**src/rtl/rank_decoder.sv**
```systemverilog
module rank_decoder #(
  parameter int ADDR_W   = 34,
  parameter int BND_W    = 8,
  parameter int GRAIN    = 25,
  parameter int LINE_BIT = 6,
  parameter int RANKS    = 4,
  parameter int SEL_W    = 4
) (
  input  logic                     clk,
  input  logic                     rst_n,
  input  logic                     wr_en,
  input  logic [SEL_W-1:0]         wr_sel,
  input  logic [BND_W-1:0]         wr_data,
  input  logic                     addr_vld,
  input  logic [ADDR_W-1:0]        addr,
  output logic                     res_vld,
  output logic                     res_miss,
  output logic                     res_ch,
  output logic [$clog2(RANKS)-1:0] res_rank,
  output logic                     interleaved,
  output logic [ADDR_W-GRAIN-1:0]  total_size
);
  localparam int IDX_W  = ADDR_W - GRAIN;
  localparam int RANK_W = $clog2(RANKS);
  localparam int SLOTS  = 2 * RANKS;
  localparam int PAIRS  = RANKS / 2;

  logic [BND_W-1:0] bnd  [2][RANKS];
  logic [2:0]       attr [2][RANKS];

  always_ff @(posedge clk) begin
    if (!rst_n) begin
      for (int c = 0; c < 2; c++)
        for (int r = 0; r < RANKS; r++) begin
          bnd[c][r]  <= '0;
          attr[c][r] <= '0;
        end
    end else if (wr_en) begin
      for (int c = 0; c < 2; c++) begin
        for (int r = 0; r < RANKS; r++)
          if (wr_sel == SEL_W'(c * RANKS + r)) bnd[c][r] <= wr_data;
        for (int p = 0; p < PAIRS; p++)
          if (wr_sel == SEL_W'(2 * RANKS + c * PAIRS + p)) begin
            attr[c][2*p]   <= wr_data[2:0];
            attr[c][2*p+1] <= wr_data[6:4];
          end
      end
    end
  end

  logic [IDX_W-1:0] idx, total0, total1;
  logic [RANKS-1:0] eq_r;
  logic [IDX_W-1:0] hi [SLOTS];
  logic [IDX_W-1:0] lo [SLOTS];
  logic [SLOTS-1:0] slot_hit;

  assign idx         = addr[ADDR_W-1:GRAIN];
  assign total0      = IDX_W'(bnd[0][RANKS-1]);
  assign total1      = IDX_W'(bnd[1][RANKS-1]);
  assign interleaved = &eq_r;
  assign total_size  = interleaved ? (total0 << 1) : (total0 + total1);

  for (genvar r = 0; r < RANKS; r++) begin : g_eq
    assign eq_r[r] = (bnd[0][r] == bnd[1][r]) && (attr[0][r] == attr[1][r]);
  end

  for (genvar s = 0; s < SLOTS; s++) begin : g_slot
    localparam int C = s / RANKS;
    localparam int R = s % RANKS;
    logic code_ok;
    assign code_ok = attr[C][R] inside {3'b010, 3'b011, 3'b100};
    if (C == 0) begin : g_c0
      assign hi[s] = interleaved ? {bnd[0][R], 1'b0} : IDX_W'(bnd[0][R]);
    end else begin : g_c1
      assign hi[s] = total0 + IDX_W'(bnd[1][R]);
    end
    if (R == 0) begin : g_first
      assign lo[s] = (C == 1) ? total0 : '0;
    end else begin : g_next
      assign lo[s] = hi[s-1];
    end
    assign slot_hit[s] = !(interleaved && C == 1) && code_ok &&
                         (lo[s] <= idx) && (idx < hi[s]);
  end

  logic              found, f_ch;
  logic [RANK_W-1:0] f_rank;

  always_comb begin
    found  = 1'b0;
    f_ch   = 1'b0;
    f_rank = '0;
    for (int s = 0; s < SLOTS; s++)
      if (!found && slot_hit[s]) begin
        found  = 1'b1;
        f_ch   = (s >= RANKS);
        f_rank = RANK_W'(s % RANKS);
      end
  end

  logic hit;
  assign hit = found && (idx < total_size);

  always_ff @(posedge clk) begin
    if (!rst_n) begin
      res_vld  <= 1'b0;
      res_miss <= 1'b0;
      res_ch   <= 1'b0;
      res_rank <= '0;
    end else begin
      res_vld <= addr_vld;
      if (addr_vld) begin
        res_miss <= !hit;
        res_ch   <= hit && (interleaved ? addr[LINE_BIT] : f_ch);
        res_rank <= hit ? f_rank : '0;
      end
    end
  end
endmodule

```
**config.mk**
```make
export PLATFORM = sky130hd
export DESIGN_NAME = rank_decoder
export DESIGN_NICKNAME = d
export VERILOG_FILES = /design/src/rtl/rank_decoder.sv
export SDC_FILE = /design/constraint.sdc
export NUM_CORES = 1
export LEC_CHECK = 0
export CAP_MARGIN = 10
export CORE_ASPECT_RATIO = 1.5
export CORE_MARGIN = 2
export CORE_UTILIZATION = 49
export CTS_BUF_LIST = sky130_fd_sc_hd__clkbuf_8
export CTS_CLUSTER_DIAMETER = 30
export CTS_CLUSTER_SIZE = 20
export DETAILED_ROUTE_END_ITERATION = 6
export PLACE_DENSITY = 0.78
export RECOVER_POWER = 100
export SLEW_MARGIN = 20
export SYNTH_ARGS = -nofsm -noshare
export SYNTH_HDL_FRONTEND = slang
export SYNTH_SLANG_ARGS = --single-unit
```
**constraint.sdc**
```tcl
create_clock -name clk -period 4.3 [get_ports clk]
set_input_delay 0.86 -clock clk [delete_from_list [all_inputs] [get_ports clk]]
set_output_delay 0.86 -clock clk [all_outputs]
set_load 0.005 [all_outputs]
```
======== After elaboration in Yosys (flattened, before gate mapping) ========
Memories as Yosys holds them, arrays and structs flattened.
Index checks and enable logic that the tools add are counted.
word-level totals
  flip-flop bits (word level) ............. 5
  memories kept ........................... 2
  memory bits (writable) .................. 88
memory list
  name  depth  width  read ports  clocked after Yosys merged registers in  wr ports  RTL line  text
  bnd   2      32     2           0                                        2         28        logic [BND_W-1:0] bnd [2][RANKS];
  attr  2      12     2           0                                        2         29        logic [2:0] attr [2][RANKS];
operators by class
  $lt $le $gt $ge ......................... 17
  multiplexer cells ....................... 91
  reductions and logical operators ........ 52
  add/sub/neg operators ................... 4
  equality and inequality tests ........... 43
  bitwise gates (word level) .............. 16
operator list
  kind                  number
  $lt A9 B9 Y1          9
  $mux W8               8
  $mux W1               63
  $le A9 B9 Y1          6
  $eq A3 B2 Y1 const B  16
  $mux W9               5
  $add A8 B8 Y9         4
  $logic_and A1 B1 Y1   33
  $eq A8 B8 Y1          4
  $eq A3 B3 Y1 const B  8
  $mux W3               8
  $reduce_bool A3 Y1    8
  $eq A4 B3 Y1 const B  4
  $eq A4 B4 Y1 const B  4
  $or A1 B1 Y1          16
  $mux W2               7
  $eq A3 B3 Y1          4
  $le A1 B9 Y1 const A  1
  $le A8 B9 Y1          1
  $logic_not A1 Y1      9
  $eq A4 B2 Y1 const B  2
  $eq A4 B1 Y1 const B  1
  $logic_not A4 Y1      1
  $reduce_and A4 Y1     1

======== Depth between registers and ports, before layout ========
An unclocked memory read counts as a cell.
  depth in word-level cells ............... 31
  depth in mapped cells ................... 19

======== Worst setup path after synthesis ========
Ideal clock, no wire load.
  kind .................................... register to register
  start ................................... memory bnd[0][1] (netlist bit)
  end ..................................... register res_rank[1]
  required time ........................... 4.242 ns
  library setup time ...................... 0.058 ns
  buffers on the path ..................... 0
  setup slack ............................. 0.334 ns
  arrival ................................. 3.908 ns
  period minus slack after synthesis ...... 3.966 ns
  stages on the path, launching flop included .. 18
  cells stage by stage .................... edfxtp_1 > ha_1 > a21o_1 > a21oi_1 > o21bai_1 > a21oi_1 > o21bai_1 > a21oi_1 > xnor2_1 > ha_1 > or4_1 > a221o_1 > o211ai_2 > a311oi_1 > a31oi_1 > or3b_1 > a211oi_1 > o21a_1
RTL lines
  item                  RTL line  text
  start, declared       28
  end signal, assigned  115       res_rank <= hit ? f_rank : '0;
  end, declared         19        output logic [$clog2(RANKS)-1:0] res_rank,

==> impl_metrics.sql <==
INSERT INTO impl_metrics (metric_group, metric, value, unit) VALUES
('critical_path', 'critical_path_cell_count', '20', ''),
('routing', 'drt_pass1_iterations', '5', ''),
('critical_path', 'number_of_cells_on_the_worst_reg_to_reg_path', '20', ''),
('clock_network', 'cts_made_buffers', '9', ''),
('logic_synthesis', 'synth_nets', '933', ''),
('logic_synthesis', 'synth_area_leaders', 'sky130_fd_sc_hd__edfxtp_1 35%, sky130_fd_sc_hd__ha_1 20%, sky130_fd_sc_hd__xnor2_1 6.2%', ''),
('global_route', 'initial_antenna_violation_count', '0', ''),
('critical_path', 'r2r-start', 'bnd[0][1]$_DFFE_PP_', ''),
('logic_synthesis', 'synthXorXnorAreaFrac', '6.991', '%'),
('logic_synthesis', 'synth_area', '7517', 'µm²'),
('pwr', 'power.density', '302.0', 'nW/µm²'),
('logic_synthesis', 'ys_warn_count', '0', ''),
('routing', 'first_iter_violations', '362', ''),
('routing', 'via_per_inst', '5.791', ''),
('status', 'run_status', 'finished clean', ''),
('clock_network', 'clock_tree_from_tritoncts', 'done', ''),
('logic_synthesis', 'postSynth.topFlopCell', 'sky130_fd_sc_hd__edfxtp_1', ''),
('logic_synthesis', 'synth_enable_flop_cells', '88', ''),
('critical_path', 'timing.rr.end', 'res_rank[0]$_SDFFE_PN0P_', ''),
('critical_path', 'path_delay_family', 'compound AO/OA/AOI/OAI gates', ''),
('critical_path', 'crit_type', 'flop to flop', ''),
('cells_and_area', 'area_delta_synth_final', '19.76', '%'),
('critical_path', 'reg2reg_setup_slack', '0.09', 'ns'),
('floorplanning', 'core_area', '15070', 'µm²'),
('logic_synthesis', 'share_of_async_settable_or_async_resettable_flops_after_synthesis', '0', '%'),
('placed_design', 'numPlacedInstances', '1044', ''),
('run', 'max_cap_viol_count', '0', ''),
('critical_path', 'critical_path_peak_fanout', '5', ''),
('routing', 'dr_total_vias', '6196', ''),
('clock_network', 'worstSkewPairLatency', '0.36', 'ns'),
('critical_path', 'worstPathCellList', 'ha_1 -> a21o_1 -> a21oi_2 -> o21bai_1 -> a21oi_2 -> o21bai_1 -> a21oi_2 -> xnor2_1 -> ha_2 -> or4_1 -> a221o_1 -> o211ai_2 -> buf_4 -> buf_4 -> buf_4 -> a31oi_2 -> a21oi_2 -> o31ai_1 -> buf_4 -> o31ai_1', ''),
('critical_path', 'worstSetupEndpoint', 'res_rank[0]$_SDFFE_PN0P_', ''),
('clock_network', 'cts_buffer_depth', '2', ''),
('logic_synthesis', 'syn_inst', '761', ''),
('global_route', 'grt_max_degree', '25', ''),
('global_route', 'grt.overflow.total', '0', ''),
('logic_synthesis', 'synthMostInstantiatedCell', 'sky130_fd_sc_hd__ha_1', ''),
('pwr', 'worst_vdd_ir', '309.1', 'µV'),
('pwr', 'static-leakage-power', '3.818', 'nW'),
('floorplanning', 'row_count', '55', ''),
('routing', 'wirelength', '20960', 'µm'),
('placed_design', 'dpl_cell_area', '8551', 'µm²'),
('sta', 'unrepaired_setup_endpoints_after_global_routing', 'true', ''),
('logic_synthesis', 'ys_top_cells_by_count', '118 x sky130_fd_sc_hd__ha_1, 88 x sky130_fd_sc_hd__edfxtp_1, 85 x sky130_fd_sc_hd__nand2_1', ''),
('critical_path', 'worst-path-buf-inv', '4', ''),
('logic_synthesis', 'yosys_register_bits', '93', ''),
('cells_and_area', 'final_net_count', '1038', ''),
('logic_synthesis', 'synth_top_family_by_area', 'adder cells', ''),
('floorplanning', 'die_area', '16370', 'µm²'),
('global_route', 'grt_pass1_wl', '31420', 'µm'),
('critical_path', 'max_stage_delay', '0.55', 'ns'),
('floorplanning', 'floorplan.io_pins', '65', ''),
('sta', 'period_needed', '4.206', 'ns'),
('logic_synthesis', 'synth_top_cell_by_area', 'sky130_fd_sc_hd__edfxtp_1', ''),
('sta', 'final_count_of_pins_violating_max_slew', '0', ''),
('floorplanning', 'fp.dieW', '105.1', 'µm'),
('sta', 'final.setup.tns', '0', 'ns'),
('logic_synthesis', 'synth.mux.area_fraction', '2.364', '%'),
('clock_network', 'numClockSinks', '93', ''),
('clock_network', 'level_count_of_the_clock_h_tree', '3', ''),
('sta', 'min_period_over_period', '97.80', '%'),
('placed_design', 'globalplace.congestion', '1.010', ''),
('hold_path', 'min-delay-path-class', 'flop to flop', ''),
('logic_synthesis', 'synth.lib_cells_used.distinct', '52', ''),
('sta', 'finalSetupViolations', '0', ''),
('cells_and_area', 'layout-drive-gt1-share', '14.24', '%'),
('routing', 'wl_per_cell', '19.59', 'µm'),
('sta', 'fmax', '237.8', 'MHz'),
('routing', 'antenna_left', '0', ''),
('logic_synthesis', 'synth.top_cell.area_share', '35.15', '%'),
('critical_path', 'worst_setup_path_start_kind', 'flop', '');
## timing repair
item,CTS,global route
buffers inserted,1,8
cloned,0,1
setup endpoints to repair,3,8
resized for setup,5,42
hold buffers,0,0
pin swaps,3,17
## registers in the layout, indices dropped and copies added, names as in the netlist
signal    flops
attr         24
bnd          64
res_miss      1
res_rank      2
res_vld       1
res_ch        1
## layout make-up
class | count | area (µm²)
inverters | 45 | 176.4
well taps | 199 | 249.0
multi-input cells | 612 | 4736
clock buffers | 11 | 151.4
clock inverters | 5 | 67.56
repair inverters | 1 | 5.005
flip-flops and latches | 93 | 2743
fillers | 1202 | 6068
repair buffers | 104 | 874.6
## worst min path at each step
stage,from,endpoint,cells after the start
after CTS,res_ch$_SDFFE_PN0P_,res_ch$_SDFFE_PN0P_,2
after global placement,res_miss$_SDFFE_PN0P_,res_miss$_SDFFE_PN0P_,1
after floorplan,res_ch$_SDFFE_PN0P_,res_ch$_SDFFE_PN0P_,2
after detailed placement,res_miss$_SDFFE_PN0P_,res_miss$_SDFFE_PN0P_,1
after global routing,res_miss$_SDFFE_PN0P_,res_miss$_SDFFE_PN0P_,1
final,res_miss$_SDFFE_PN0P_,res_miss$_SDFFE_PN0P_,1
## stage by stage
step / hold slack [ns] / total power, mW / utilization (%) / setup WS (ns)
finish: 0.4938 / 2.718 / 59.73 / 0.09449
detailed placement: 0.4788 / 2.047 / 56.74 / -0.1274
CTS: 0.4940 / 2.665 / 58.36 / 0.009321
global route: 0.5113 / 2.867 / 59.73 / -0.03539
floorplan: 0.4735 / 1.691 / - / 0.3338
global placement: 0.4673 / 2.013 / 56.74 / 0.009346
## power breakdown
| group | switching (mW) | internal (mW) |
|---|---|---|
| clock network | 0.298 | 0.307 |
| registers | 0.0626 | 1.05 |
| logic | 0.514 | 0.481 |
## metal layers
layer  global-route usage [%]  part of all wire, %  up-vias
met5                        0                    0        -
met4                    20.76                  8.5        0
met3                    2.130                  4.0       87
met2                    47.53                   52      205
met1                    25.63                   36     2942
li1                         -                    -     2962
## layout by cell type (no fill, tap or decap), types with 27 or more instances in the layout
| cell | n |
|---|---|
| sky130_fd_sc_hd__a21oi_1 | 27 |
| sky130_fd_sc_hd__and2_0 | 46 |
| sky130_fd_sc_hd__buf_4 | 56 |
| sky130_fd_sc_hd__clkdlybuf4s50_1 | 32 |
| sky130_fd_sc_hd__edfxtp_1 | 88 |
| sky130_fd_sc_hd__ha_1 | 113 |
| sky130_fd_sc_hd__inv_1 | 44 |
| sky130_fd_sc_hd__nand2_1 | 85 |
| sky130_fd_sc_hd__nor2_1 | 38 |
| sky130_fd_sc_hd__o21ai_0 | 31 |
| sky130_fd_sc_hd__xnor2_1 | 52 |
## cells by family after synthesis
| family | Yosys count |
|---|---|
| buf+inv | 56 |
| xor+xnor | 60 |
| flops | 93 |
| compound gates | 152 |
| mux | 17 |
| simple gates | 261 |
| fa+ha+maj | 122 |
No activity file was read; power rests on OpenSTA's default activity.
